`src/rtl/exc_pkg.sv`:
```
package exc_pkg;
  localparam int XLEN = 32;
  typedef logic [XLEN-1:0] pc_t;

  typedef enum logic [0:0] {
    CAUSE_UNDEF = 1'b0,
    CAUSE_OVF   = 1'b1
  } cause_e;

  // Saved return point: faulting PC advanced by one instruction.
  function automatic pc_t f_resume_pc(pc_t pc, pc_t step);
    return pc + step;
  endfunction

  // Handler entry for a given cause in vectored mode.
  function automatic pc_t f_vector_pc(pc_t base, pc_t step, cause_e c);
    return base + step * pc_t'(c);
  endfunction
endpackage

```
`src/rtl/exc_prio.sv`:
```
module exc_prio
  import exc_pkg::*;
(
  input  logic   ex_req_i,
  input  logic   id_req_i,
  input  logic   ret_req_i,
  output logic   ex_acc_o,
  output logic   id_acc_o,
  output logic   ret_acc_o,
  output logic   any_exc_o,
  output cause_e cause_o
);
  // Oldest instruction (furthest down the pipe) wins; a younger request
  // belongs to an instruction the winner flushes, so it is dropped.
  always_comb begin
    ex_acc_o  = ex_req_i;
    id_acc_o  = id_req_i && !ex_req_i;
    any_exc_o = ex_acc_o || id_acc_o;
    ret_acc_o = ret_req_i && !any_exc_o;
    cause_o   = ex_acc_o ? CAUSE_OVF : CAUSE_UNDEF;
  end
endmodule

```
`src/rtl/exc_target.sv`:
```
module exc_target
  import exc_pkg::*;
#(
  parameter pc_t SINGLE_PC = 32'h8000_0180,
  parameter pc_t VEC_BASE  = 32'hC000_0000,
  parameter pc_t VEC_STEP  = 32'h0000_0020
) (
  input  logic   vec_mode_i,
  input  logic   any_exc_i,
  input  logic   ret_acc_i,
  input  cause_e cause_i,
  input  pc_t    epc_i,
  output pc_t    target_o
);
  pc_t handler_pc;

  always_comb begin
    handler_pc = vec_mode_i ? f_vector_pc(VEC_BASE, VEC_STEP, cause_i) : SINGLE_PC;
    if (any_exc_i)      target_o = handler_pc;
    else if (ret_acc_i) target_o = epc_i;
    else                target_o = '0;
  end
endmodule

```
`src/rtl/exc_regs.sv`:
```
module exc_regs
  import exc_pkg::*;
#(
  parameter pc_t PC_STEP = 32'd4
) (
  input  logic   clk,
  input  logic   rst_n,
  input  logic   ex_acc_i,
  input  logic   id_acc_i,
  input  pc_t    ex_pc_i,
  input  pc_t    id_pc_i,
  input  cause_e cause_i,
  output pc_t    epc_o,
  output cause_e cause_o
);
  pc_t fault_pc;
  logic capture;

  assign capture  = ex_acc_i || id_acc_i;
  assign fault_pc = ex_acc_i ? ex_pc_i : id_pc_i;

  always_ff @(posedge clk) begin
    if (!rst_n) begin
      epc_o   <= '0;
      cause_o <= CAUSE_UNDEF;
    end else if (capture) begin
      epc_o   <= f_resume_pc(fault_pc, PC_STEP);
      cause_o <= cause_i;
    end
  end
endmodule

```
`src/rtl/exc_ctrl.sv`:
```
module exc_ctrl
  import exc_pkg::*;
#(
  parameter pc_t SINGLE_PC = 32'h8000_0180,
  parameter pc_t VEC_BASE  = 32'hC000_0000,
  parameter pc_t VEC_STEP  = 32'h0000_0020,
  parameter pc_t PC_STEP   = 32'd4
) (
  input  logic        clk,
  input  logic        rst_n,
  input  logic        vec_mode_i,
  input  logic        id_undef_i,
  input  logic [31:0] id_pc_i,
  input  logic        ex_ovf_i,
  input  logic [31:0] ex_pc_i,
  input  logic        eret_i,
  output logic        exc_taken_o,
  output logic        flush_if_o,
  output logic        flush_id_o,
  output logic        flush_ex_o,
  output logic        redirect_o,
  output logic [31:0] redirect_pc_o,
  output logic [31:0] epc_o,
  output logic        cause_o
);
  // Named internal events, visible to the bound checker.
  logic   ex_acc, id_acc, ret_acc, any_exc;
  cause_e sel_cause, saved_cause;
  pc_t    epc_q;

  exc_prio u_prio (
    .ex_req_i  (ex_ovf_i),
    .id_req_i  (id_undef_i),
    .ret_req_i (eret_i),
    .ex_acc_o  (ex_acc),
    .id_acc_o  (id_acc),
    .ret_acc_o (ret_acc),
    .any_exc_o (any_exc),
    .cause_o   (sel_cause)
  );

  exc_target #(
    .SINGLE_PC (SINGLE_PC),
    .VEC_BASE  (VEC_BASE),
    .VEC_STEP  (VEC_STEP)
  ) u_target (
    .vec_mode_i (vec_mode_i),
    .any_exc_i  (any_exc),
    .ret_acc_i  (ret_acc),
    .cause_i    (sel_cause),
    .epc_i      (epc_q),
    .target_o   (redirect_pc_o)
  );

  exc_regs #(
    .PC_STEP (PC_STEP)
  ) u_regs (
    .clk      (clk),
    .rst_n    (rst_n),
    .ex_acc_i (ex_acc),
    .id_acc_i (id_acc),
    .ex_pc_i  (ex_pc_i),
    .id_pc_i  (id_pc_i),
    .cause_i  (sel_cause),
    .epc_o    (epc_q),
    .cause_o  (saved_cause)
  );

  // Flush masks: the faulting stage and everything younger.
  assign exc_taken_o = any_exc;
  assign flush_ex_o  = ex_acc;
  assign flush_id_o  = any_exc;
  assign flush_if_o  = any_exc || ret_acc;
  assign redirect_o  = any_exc || ret_acc;
  assign epc_o       = epc_q;
  assign cause_o     = saved_cause;
endmodule

```
`config.mk`:
```
export PLATFORM = sky130hd
export DESIGN_NAME = exc_ctrl
export DESIGN_NICKNAME = d
export VERILOG_FILES = /design/src/rtl/exc_pkg.sv /design/src/rtl/exc_prio.sv /design/src/rtl/exc_target.sv /design/src/rtl/exc_regs.sv /design/src/rtl/exc_ctrl.sv
export SDC_FILE = /design/constraint.sdc
export NUM_CORES = 1
export LEC_CHECK = 0
export BUFFER_PORTS_ARGS = -buffer_cell sky130_fd_sc_hd__buf_2
export CORE_ASPECT_RATIO = 1.5
export CORE_UTILIZATION = 42
export CTS_CLUSTER_DIAMETER = 30
export DETAILED_ROUTE_END_ITERATION = 10
export PLACE_DENSITY = 0.82
export SYNTH_ARGS = -nofsm -noshare
export SYNTH_HDL_FRONTEND = slang
export SYNTH_SLANG_ARGS = --single-unit
```
`constraint.sdc`:
```
create_clock -name clk -period 3.2 [get_ports clk]
set_input_delay 0.48 -clock clk [delete_from_list [all_inputs] [get_ports clk]]
set_output_delay 0.48 -clock clk [all_outputs]
set_load 0.03 [all_outputs]
```
Yosys cells after proc, flatten, opt, wreduce, memory -nomap -nowiden
Index checks and enable logic that the tools add are counted.
{ "word_totals": {"reg_bits": 33, "inputBits": 70, "out_inout_bits": 70, "word_cells": 15} }
{ "op_classes": {"n_addsub": 2, "mux": 5, "reduce_logical": 6} }
{ "ops": {"columns": ["cell", "count"], "rows": [
  ["$mux W32", 4],
  ["$add A31 B7 Y32 const A", 1],
  ["$add A32 B3 Y32 const B", 1],
  ["$logic_and A1 B1 Y1", 2],
  ["$logic_not A1 Y1", 2],
  ["$logic_or A1 B1 Y1", 2],
  ["$mux W1", 1]
]} }

Longest topological paths before layout
Gate-level depths: netlist (run 1).
{ "depth": {"ltp_word": 7, "ltp_mapped": 12, "ltp_nobuf": 7} }

By module
From an unflattened synthesis (run 1), not the netlist that was laid out.
{ "unflattened": {"cells_unflattened": 372, "hier_area_um2": 2840.2} }
{ "by_module_without_submodules": {"columns": ["mod", "n_inst", "cells_each", "area_each_um2", "seq_area_each_um2"], "rows": [
  ["exc_regs", 1, 327, 2533.7, 660.6],
  ["exc_target", 1, 37, 247.7, 0.0],
  ["exc_prio", 1, 5, 37.5, 0.0],
  ["exc_ctrl", 1, 3, 21.3, 0.0]
]} }

Worst setup path before layout (run 1)
Ideal clock, no wire load.
{ "synth_path": {"kind": "in2reg", "startpoint": "in ex_ovf_i", "endpoint": "reg u_regs.epc_o[24]", "setup_ps": 122, "t_arrival_ps": 2962, "required_ps": 3078, "setup_slack_ps": 116, "cell_stages": 12, "path_buffers": 5, "path_cell_list": "buf_6 buf_6 buf_4 buf_2 clkbuf_1 mux2_2 ha_1 nand4b_1 nand2_2 nand4_1 mux2_2 a221o_1"} }
{ "synth_between": {"elab_chain_cells": 3} }
{ "synth_lines": {"columns": ["item", "line", "text"], "rows": [
  ["start: declaration", "exc_ctrl.sv:14", "input logic ex_ovf_i,"],
  ["branches (longest 3 deep; another with $add A32 B3 Y32)", null, null],
  ["end signal: assignment", "exc_regs.sv:27", "epc_o <= f_resume_pc(fault_pc, PC_STEP);"],
  ["end: declaration", "exc_regs.sv:13", "output pc_t epc_o,"]
]} }
Parallel ways; which one is timed is not known.
A chain may end at the register's enable or synchronous reset.

Worst setup path after layout (run 1)
{ "layout_path": {"startpoint": "in ex_ovf_i", "endpoint": "out redirect_pc_o[5]"} }
{ "layout_between": {"elab_chain_cells": 7} }
{ "layout_lines": {"columns": ["item", "line", "text"], "rows": [
  ["branches (longest 6 deep; another with $add A31 B7 Y32)", null, null],
  ["$mux W32 *", "exc_target.sv:19", "if (any_exc_i) target_o = handler_pc;"],
  ["end: declaration", "exc_ctrl.sv:22", "output logic [31:0] redirect_pc_o,"]
]} }
Mark *: on every way between the ends.

==> flow_summary_export.csv, run 1 <==
group,metric,value,unit
placed_design,place_area,3490,um2
global_routing,antenna_found_initial,0,
floorplanning,ioPinCount,140,
clocking,clock-sinks,33,
power,power_density,346,nW/um2
status,status,"complete, no violations",
placed_design,dp_hpwl,7.22,mm
min_path,hold_path.class,"in2reg",
sta,fin_hold_ws,0.436,ns
critical_path,worst_ep_required_time,2.72,ns
clocking,htree_levels,2,
clocking,clk_pin_slew_worst_paths,0.07,ns
power,ir_worst_vdd,0.000154,V
floorplanning,core_area,6490,um2
sta,setup_viol,0,
critical_path,path_cells,"buf_2 > buf_4 > nor2_2 > buf_4 > a32o_1 > buf_2",
clocking,cts_tree,"yes",
placed_design,globalplace.congestion,0.906,
clocking,post_cts_buffers,0,
synthesis,synth-seq-area-share,0.234,
critical_path,endpoint_kind,"primary output",
sta,fin_crit,2.40,ns
route,final_antenna_net_count,0,
floorplanning,die_area,7050,um2
critical_path,cp_top_family,"buffers and inverters",
layout,final_core_util,0.552,
synthesis,yosysTopAreaCell,"dfxtp_1",
floorplanning,fp.dieW,68.9,um
synthesis,yosys-top-cells-area,"dfxtp_1, mux2i_1, and3_1, nand2_1, nand3_1",
sta,worst_pin_slew,0.864,ns
synthesis,async_flop_share,0,
route,vias_per_cell,5.90,
synthesis,synth.most_common_cell,"nand2_1",
clocking,cts_resized,0,
route,wl_per_cell,16.1,um
route,drt-total-wl,9.04,mm
sta,rsz0062_at_grt,"no",
run,maxCapViolations,0,
critical_path,arrival,1.92,ns
layout,fin_area,3580,um2
global_routing,grt_max_degree,35,
clocking,holdBufCountCts,0,
min_path,min_from,"ex_pc_i[1]",
critical_path,cp-start-kind,"input port",
floorplanning,start_util,0.435,
synthesis,synth_top_area_share,0.234,
route,via_count,3312,
synthesis,syn_area_per_cell,7.81,um2
clocking,cts_root_buffer,"clkbuf_8",
critical_path,cpMaxStageDelayCell,"buf_4",
route,drt_iter0_drc,288,
route,drc,0,
global_routing,grt_overflow,0,
synthesis,syn_nets,432,
critical_path,critPathMaxStageDelay,0.32,ns
clocking,cts_buffers,5,
synthesis,ys.flop_type,"dfxtp_1",
layout,final_layout_size_suffix_gt1_frac,0.365,
sta,max-slew-margin-rel,0.422,
global_routing,track_usage,0.256,
floorplanning,row_count,36,
synthesis,syn_area,2820,um2
floorplanning,dieHeight,102,um
critical_path,crit_start,"ex_ovf_i",
layout,syn2layout_area_growth,26.9,%
synthesis,syn_inst,361,
sta,skew,0,ns
layout,final_nets,555,
critical_path,r2r_slack,2.26,ns
layout,diodes,0,
critical_path,crit_buf_inv,4,
power,leakage,1.85,nW
synthesis,synth_commonest_cells,"nand2_1, dfxtp_1, nand3_1",
clocking,insertion_delay,0.28,ns
sta,final_max_slew_viol_count,0,
critical_path,r2r_start,"u_regs.epc_o[12]$_SDFFE_PN0P_",
placed_design,port_buffers,139,
global_routing,grt_pass1_vias,2973,
sta,finalSetupTns,0,ns
sta,fin_crit_sh,0.749,
sta,hold_viol,0,
synthesis,ys_ff_latch,33,
synthesis,ys_types,56,
route,dr.pass1.iters,4,
critical_path,path_max_fanout,34,
global_routing,grt_pass1_wl,13.5,mm
synthesis,synth-edff-count,0,
sta,clock.fmax,0.417,GHz
clocking,cts.path.max_buffers,2,
critical_path,worstSetupPathType,"in2out",
synthesis,synth_warnings,0,
-- worst register-to-register path: cells and delay by family (launching register included) --
family | cells | cell delay [ns]
simple gates | 1 | 0.15
flops | 1 | 0.32
compound gates | 3 | 0.34
-- routing by layer --
layer	wire length, um	part of all wire	track usage	vias to the layer above
met5	0	0	0	-
met4	431	0.048	0.149	0
met3	519	0.057	0.0335	29
met2	4850	0.54	0.491	155
met1	3240	0.36	0.247	1555
li1	-	-	-	1573
-- report_power, final --
group          internal, W  switching (W)
clock network     0.000150       0.000159
logic             0.000155       0.000290
registers         0.000450      0.0000331
total             0.000755       0.000482
-- cell families after synthesis --
| family | Yosys count | synth area share |
|---|---|---|
| buffers and inverters | 32 | 0.0626 |
| and+or+nand+nor | 188 | 0.370 |
| muxes | 37 | 0.136 |
| xor gates and xnor gates | 13 | 0.0404 |
| AOI/OAI and AO/OA | 57 | 0.152 |
| DFF | 33 | 0.234 |
| adders and majority gates | 1 | 0.00444 |
-- sequential cells by signal, summed over array words and instances, names as in the netlist --
name / flops
u_regs.epc_o: 32
u_regs.cause_o: 1
-- worst paths after layout --
check             depth (start not counted)                            end
setup / recovery                          6               redirect_pc_o[5]
hold / removal                            3   u_regs.epc_o[1]$_SDFFE_PN0P_
setup reg to reg                          4  u_regs.epc_o[12]$_SDFFE_PN0P_
hold reg to reg                           2   u_regs.epc_o[6]$_SDFFE_PN0P_
-- cells in the final DEF, fill, tap and decap left out, types with 6 or more instances in the layout --
| cell type | Yosys | final |
|---|---|---|
| a21oi_1 | 11 | 11 |
| and3_1 | 30 | 30 |
| buf_2 | 9 | 139 |
| buf_4 | 4 | 6 |
| dfxtp_1 | 33 | 33 |
| mux2_2 | 11 | 11 |
| mux2i_1 | 26 | 26 |
| nand2_1 | 49 | 49 |
| nand3_1 | 31 | 31 |
| nand3b_1 | 9 | 9 |
| nand4_1 | 11 | 11 |
| nand4b_1 | 6 | 6 |
| nor2_1 | 28 | 27 |
| o211ai_1 | 7 | 7 |
| o21ai_0 | 10 | 9 |
| xnor2_1 | 8 | 8 |
-- through the flow --
| step | worst slack, ns | cells | total power [W] |
|---|---|---|---|
| floorplan | 0.116 | 361 | 0.000775 |
| global route | 0.681 | 561 | 0.00130 |
| detailed placement | 0.637 | 553 | 0.000935 |
| CTS | 0.802 | 561 | 0.00124 |
| global placement | 0.744 | 553 | 0.000926 |
| finish | 0.804 | 561 | 0.00124 |
-- cell type report --
cell class / instances / area [um2]
fillers: 633 / 2910
multi-input cells: 296 / 1980
repair buffers: 145 / 741
flip-flops and latches: 33 / 661
well taps: 76 / 95.1
clock buffers: 5 / 68.8
clock inverters: 3 / 17.5
inverters: 3 / 11.3
Power figures use the tool's default switching activity.
==> inputs of run 2 (changes only) <==
--- a/config.mk
+++ b/config.mk
@@ -5,12 +5,13 @@
 export SDC_FILE = /design/constraint.sdc
 export NUM_CORES = 1
 export LEC_CHECK = 0
+export ABC_AREA = 1
 export BUFFER_PORTS_ARGS = -buffer_cell sky130_fd_sc_hd__buf_2
 export CORE_ASPECT_RATIO = 1.5
-export CORE_UTILIZATION = 42
+export CORE_UTILIZATION = 45
 export CTS_CLUSTER_DIAMETER = 30
 export DETAILED_ROUTE_END_ITERATION = 10
-export PLACE_DENSITY = 0.82
+export PLACE_DENSITY = 0.83
 export SYNTH_ARGS = -nofsm -noshare
 export SYNTH_HDL_FRONTEND = slang
 export SYNTH_SLANG_ARGS = --single-unit
==> constraint.sdc (replaced) <==
create_clock -name clk -period 2.31 [get_ports clk]
set_input_delay 0.3465 -clock clk [delete_from_list [all_inputs] [get_ports clk]]
set_output_delay 0.3465 -clock clk [all_outputs]
set_load 0.03 [all_outputs]
==> flow_summary_export.csv, run 2 <==
group,metric,value,unit
status,status,"complete, no violations",
floorplanning,ioPinCount,140,
layout,stdcell_count,696,
critical_path,cpMaxStageDelayCell,"nand2_1",
critical_path,reg2reg_depth,4,
sta,fin_crit_sh,0.853,
synthesis,ys.flop_type,"dfxtp_1",
global_routing,grt_pass1_vias,2942,
route,via_count,3406,
floorplanning,fp.dieW,67.3,um
sta,rsz0062_at_grt,"no",
layout,final_cell_mix,"nand2_1, buf_2, inv_1",
placed_design,port_buffers,139,
global_routing,antenna_found_initial,0,
layout,final_common_cell,"nand2_1",
synthesis,ys_ff_latch,33,
critical_path,r2r_slack,1.50,ns
synthesis,yosysTopAreaCell,"dfxtp_1",
synthesis,syn_inst,488,
global_routing,grt_overflow,0,
critical_path,r2r_start,"u_regs.epc_o[26]$_SDFFE_PN0P_",
min_path,hold_path.class,"in2reg",
critical_path,worstSetupPathType,"in2out",
placed_design,dp_hpwl,6.79,mm
synthesis,synth.most_common_cell,"nand2_1",
clocking,holdBufCountCts,0,
global_routing,track_usage,0.242,
run,maxCapViolations,0,
synthesis,synth_warnings,0,
clocking,clk_pin_slew_worst_paths,0.07,ns
critical_path,cp-start-kind,"input port",
layout,final_nets,692,
clocking,post_cts_buffers,0,
floorplanning,dieHeight,100,um
synthesis,syn_area_per_cell,5.90,um2
clocking,htree_levels,2,
critical_path,path_max_fanout,30,
power,power_switching_share,0.383,
layout,fillCellCount,627,
synthesis,yosys-top-cells-area,"dfxtp_1, nand2_1, inv_1, nor2_1, nand3_1",
floorplanning,start_util,0.467,
critical_path,critPathMaxStageDelay,0.30,ns
sta,setup_viol,0,
clocking,cts_resized,0,
power,p_clk_frac,0.252,
synthesis,async_flop_share,0,
sta,fin_crit,1.97,ns
sta,final_max_slew_viol_count,0,
critical_path,worstReg2RegEnd,"u_regs.epc_o[26]$_SDFFE_PN0P_",
route,dr.pass1.iters,5,
sta,hold_viol,0,
critical_path,worst_ep_required_time,1.96,ns
power,leakage,1.99,nW
clocking,cts.path.max_buffers,2,
clocking,clock-sinks,33,
layout,final_layout_size_suffix_gt1_frac,0.349,
critical_path,endpoint_kind,"primary output",
critical_path,cp_common_cell,"buf_2",
clocking,cts_tree,"yes",
placed_design,place_area,3570,um2
global_routing,grt_max_degree,31,
sta,skew,0,ns
layout,fin_area,3660,um2
power,ir_worst_vdd,0.000191,V
layout,largest_reg_flops,32,
power,p_comb_frac,0.361,
layout,diodes,0,
sta,worst_pin_slew,0.623,ns
sta,max-slew-margin-rel,0.584,
route,final_antenna_net_count,0,
placed_design,dp_cells,688,
synthesis,synth-seq-area-share,0.229,
layout,regMostFlops,"u_regs.epc_o",
floorplanning,die_area,6730,um2
layout,final_core_util,0.592,
critical_path,crit_start,"ex_ovf_i",
route,drt-total-wl,8.16,mm
layout,reg_top3,"u_regs.epc_o x32, u_regs.cause_o x1",
synthesis,syn_area,2880,um2
sta,clock.fmax,0.507,GHz
floorplanning,core_area,6170,um2
power,p_total,0.00165,W
synthesis,synth-edff-count,0,
synthesis,syn_nets,559,
synthesis,synth_top_area_share,0.229,
power,power_density,451,nW/um2
clocking,insertion_delay,0.28,ns
floorplanning,row_count,35,
global_routing,grt_pass1_wl,12.7,mm
critical_path,arrival,1.62,ns
layout,syn2layout_area_growth,26.9,%
synthesis,ys_types,36,
power,p_seq_frac,0.387,
clocking,cts_root_buffer,"clkbuf_8",
placed_design,globalplace.congestion,0.866,
power,cell_internal_pwr,0.00102,W
route,vias_per_cell,4.89,
critical_path,path_cells,"buf_2 > buf_12 > nor2_4 > nand2_1 > o21ai_0 > buf_2",
power,p_switching,0.000631,W
critical_path,crit_end,"redirect_pc_o[7]",
synthesis,synth_commonest_cells,"nand2_1, inv_1, nor2_1",
route,wl_per_cell,11.7,um
route,drt_iter0_drc,125,
sta,finalSetupTns,0,ns
clocking,cts_buffers,5,
route,drc,0,
==> run 2: cell count changes after synthesis, sizes merged, moves of 12 or more <==
cell   delta
mux2i    -26
nand4    -12
a21oi    +21
and3     -30
o21ai    +12
nand2   +132
inv      +56
nor2     +46
==> run 2: per-layer routing <==
metal	vias to the layer above	global-route usage	wire [um]	share of wire
met5	-	0	0	0
met4	0	0.0786	109	0.013
met2	118	0.448	4200	0.51
met1	1498	0.282	3430	0.42
met3	9	0.0182	424	0.052
li1	1781	-	-	-
==> run 2: cell type report <==
cell class | instances | area (um2) | share of cell area
inverter | 61 | 236 | 0.0647
multi-input combinational | 373 | 1820 | 0.497
tap | 74 | 92.6 | 0.0253
clock inverter | 2 | 10.0 | 0.00274
clock buffer | 6 | 72.6 | 0.0198
timing repair buffer | 147 | 768 | 0.210
sequential | 33 | 661 | 0.181
==> run 2: worst min path at each step <==
stage / startpoint / endpoint / slack (ns) / cells after the start
2_1_floorplan: rst_n / u_regs.epc_o[25]$_SDFFE_PN0P_ / 0.49 / 2
3_3_place_gp: u_regs.cause_o$_SDFFE_PN0P_ / u_regs.cause_o$_SDFFE_PN0P_ / 0.45 / 2
3_5_place_dp: u_regs.cause_o$_SDFFE_PN0P_ / u_regs.cause_o$_SDFFE_PN0P_ / 0.45 / 2
4_1_cts: rst_n / u_regs.epc_o[25]$_SDFFE_PN0P_ / 0.35 / 3
5_1_grt: rst_n / u_regs.epc_o[1]$_SDFFE_PN0P_ / 0.37 / 3
6_report: rst_n / u_regs.epc_o[25]$_SDFFE_PN0P_ / 0.35 / 3
==> run 2: critical path, delay by kind of cell <==
| kind | cells | cell delay, ns |
|---|---|---|
| and+or+nand+nor | 2 | 0.44 |
| buffers and inverters | 3 | 0.58 |
| AOI/OAI and AO/OA | 1 | 0.25 |
==> run 2: power by group through the flow <==
stage	Sequential (W)	Combinational (W)	Clock, W
detailed placement	0.000650	0.000597	0
global route	0.000641	0.000656	0.000439
finish	0.000637	0.000595	0.000415
global placement	0.000649	0.000589	0
floorplan	0.000735	0.000335	0
CTS	0.000637	0.000598	0.000421
==> run 2: per-stage QoR <==
step                hold WS (ns)  setup WS [ns]
floorplan                  0.488          0.237
global placement           0.453          0.309
detailed placement         0.448          0.211
CTS                        0.346          0.328
global route               0.369          0.223
finish                     0.352          0.339
==> run 2: kinds of logic (layout without fill, tap and decap cells) <==
logic type	after synthesis	count (layout)	share of synthesized area
XOR/XNOR	3	3	0.00912
flip-flops	33	33	0.229
adder cells (fa/ha/maj)	1	1	0.00434
buffers and inverters	82	216	0.141
AO/OA/AOI/OAI	63	63	0.119
AND/OR/NAND/NOR	306	306	0.498
==> inputs of run 3 (changes only) <==
--- a/config.mk
+++ b/config.mk
@@ -8,10 +8,12 @@
 export ABC_AREA = 1
 export BUFFER_PORTS_ARGS = -buffer_cell sky130_fd_sc_hd__buf_2
 export CORE_ASPECT_RATIO = 1.5
-export CORE_UTILIZATION = 45
+export CORE_MARGIN = 2
+export CORE_UTILIZATION = 47
 export CTS_CLUSTER_DIAMETER = 30
+export CTS_CLUSTER_SIZE = 30
 export DETAILED_ROUTE_END_ITERATION = 10
-export PLACE_DENSITY = 0.83
+export PLACE_DENSITY = 0.86
 export SYNTH_ARGS = -nofsm -noshare
 export SYNTH_HDL_FRONTEND = slang
 export SYNTH_SLANG_ARGS = --single-unit
==> flow_summary_export.csv, run 3 (synthesis results as in run 2) <==
group,metric,value,unit
clocking,cts.path.max_buffers,2,
route,vias_per_cell,4.92,
critical_path,cp_top_family,"buffers and inverters",
clocking,cts_resized,0,
layout,fillCellCount,561,
min_path,min_from,"rst_n",
placed_design,dp_hpwl,6.92,mm
critical_path,r2r_slack,1.53,ns
critical_path,path_cells,"buf_2 > buf_4 > nor2_4 > nand2_1 > o21ai_0 > buf_2",
critical_path,cp-start-kind,"input port",
sta,max-slew-margin-rel,0.558,
route,drt_iter0_drc,126,
route,dr.pass1.iters,4,
clocking,clock-sinks,33,
min_path,hold_end,"u_regs.epc_o[30]$_SDFFE_PN0P_",
critical_path,cp_common_cell,"buf_2",
layout,diodes,0,
clocking,cts_tree,"yes",
sta,fin_crit_sh,0.884,
clocking,post_cts_buffers,0,
route,via_count,3419,
critical_path,r2r_start,"u_regs.epc_o[28]$_SDFFE_PN0P_",
route,wl_per_cell,11.9,um
route,final_antenna_net_count,0,
clocking,clk_pin_slew_worst_paths,0.06,ns
layout,final_common_cell,"nand2_1",
clocking,cts_buffers,5,
run,maxCapViolations,0,
power,power_density,466,nW/um2
critical_path,reg2reg_depth,4,
placed_design,globalplace.congestion,0.854,
critical_path,endpoint_kind,"primary output",
layout,largest_reg_flops,32,
global_routing,grt_overflow,0,
placed_design,place_worst_setup_slack,0.216,ns
layout,regMostFlops,"u_regs.epc_o",
layout,syn2layout_area_growth,27.3,%
floorplanning,core_area,5870,um2
critical_path,path_max_fanout,15,
sta,rsz0062_at_grt,"no",
critical_path,critPathMaxStageDelay,0.32,ns
sta,finalSetupTns,0,ns
floorplanning,dieHeight,99.9,um
critical_path,worstSetupPathType,"in2out",
sta,fin_crit,2.04,ns
floorplanning,die_area,6790,um2
layout,reg_top3,"u_regs.epc_o x32, u_regs.cause_o x1",
layout,final_cell_mix,"nand2_1, buf_2, inv_1",
sta,skew,0,ns
layout,final_layout_size_suffix_gt1_frac,0.352,
sta,finalWorstSetupSlack,0.269,ns
global_routing,antenna_found_initial,0,
sta,clock.fmax,0.490,GHz
global_routing,track_usage,0.243,
clocking,holdBufCountCts,0,
clocking,cts_root_buffer,"clkbuf_8",
floorplanning,fp.dieW,67.9,um
sta,setup_viol,0,
critical_path,worstReg2RegEnd,"u_regs.epc_o[28]$_SDFFE_PN0P_",
min_path,hold_path.class,"in2reg",
sta,hold_viol,0,
critical_path,worst_ep_required_time,1.96,ns
global_routing,grt_pass1_vias,3008,
clocking,insertion_delay,0.28,ns
power,ir_worst_vdd,0.000275,V
critical_path,crit_buf_inv,3,
route,drt-total-wl,8.27,mm
sta,fin_hold_ws,0.359,ns
critical_path,cpMaxStageDelayCell,"nand2_1",
layout,final_core_util,0.625,
min_path,holdPathStages,3,
global_routing,grt_pass1_wl,13.1,mm
sta,worst_pin_slew,0.663,ns
route,drc,0,
floorplanning,start_util,0.491,
critical_path,arrival,1.69,ns
status,status,"complete, no violations",
global_routing,grt_max_degree,29,
power,leakage,2.00,nW
clocking,htree_levels,2,
floorplanning,row_count,34,
sta,final_max_slew_viol_count,0,
placed_design,port_buffers,139,
power,p_total,0.00171,W
layout,final_nets,693,
floorplanning,ioPinCount,140,
## run 3: layout make-up
cell class                      instances  area [um2]  share of cell area
Clock inverter                          1        5.00             0.00136
Multi-Input combinational cell        373        1820               0.495
Clock buffer                            7        96.3              0.0263
Timing Repair Buffer                  148         763               0.208
Tap cell                               72        90.1              0.0246
Sequential cell                        33         661               0.180
Inverter                               61         236              0.0645
## run 3: worst max-delay path by stage
stage                        start                       endpoint  depth (start not counted)
final                     ex_ovf_i               redirect_pc_o[7]                          6
after CTS                 ex_ovf_i               redirect_pc_o[7]                          6
after floorplan           ex_ovf_i               redirect_pc_o[7]                          8
after global routing      ex_ovf_i               redirect_pc_o[8]                          6
after detailed placement  ex_ovf_i  u_regs.epc_o[20]$_SDFFE_PN0P_                         11
after global placement    ex_ovf_i  u_regs.epc_o[20]$_SDFFE_PN0P_                         11
## run 3: report_power, final
group          total, W  leakage (nW)  internal, W  switching, W
sequential     0.000635         0.274     0.000614     0.0000216
clock          0.000474        0.0542     0.000269      0.000205
combinational  0.000598          1.67     0.000193      0.000404
## run 3: layer usage
layer  GRT usage  vias to the layer above  share of wire
li1            -                     1779              -
met1       0.302                     1520           0.43
met2       0.432                      108           0.50
met3      0.0179                       12          0.049
met4      0.0738                        0          0.016
met5           0                        -              0
## run 3: per-stage QoR
step                cell area [um2]  instances
floorplan                      2880        488
global placement               3570        687
detailed placement             3570        687
CTS                            3670        695
global route                   3670        695
finish                         3670        695
## run 3: worst reg2reg max path, cell delays in order (launching register included)
cell     delay [ns]
dfxtp_1        0.37
inv_1          0.07
a21oi_1        0.17
nand2_1        0.08
inv_1          0.05
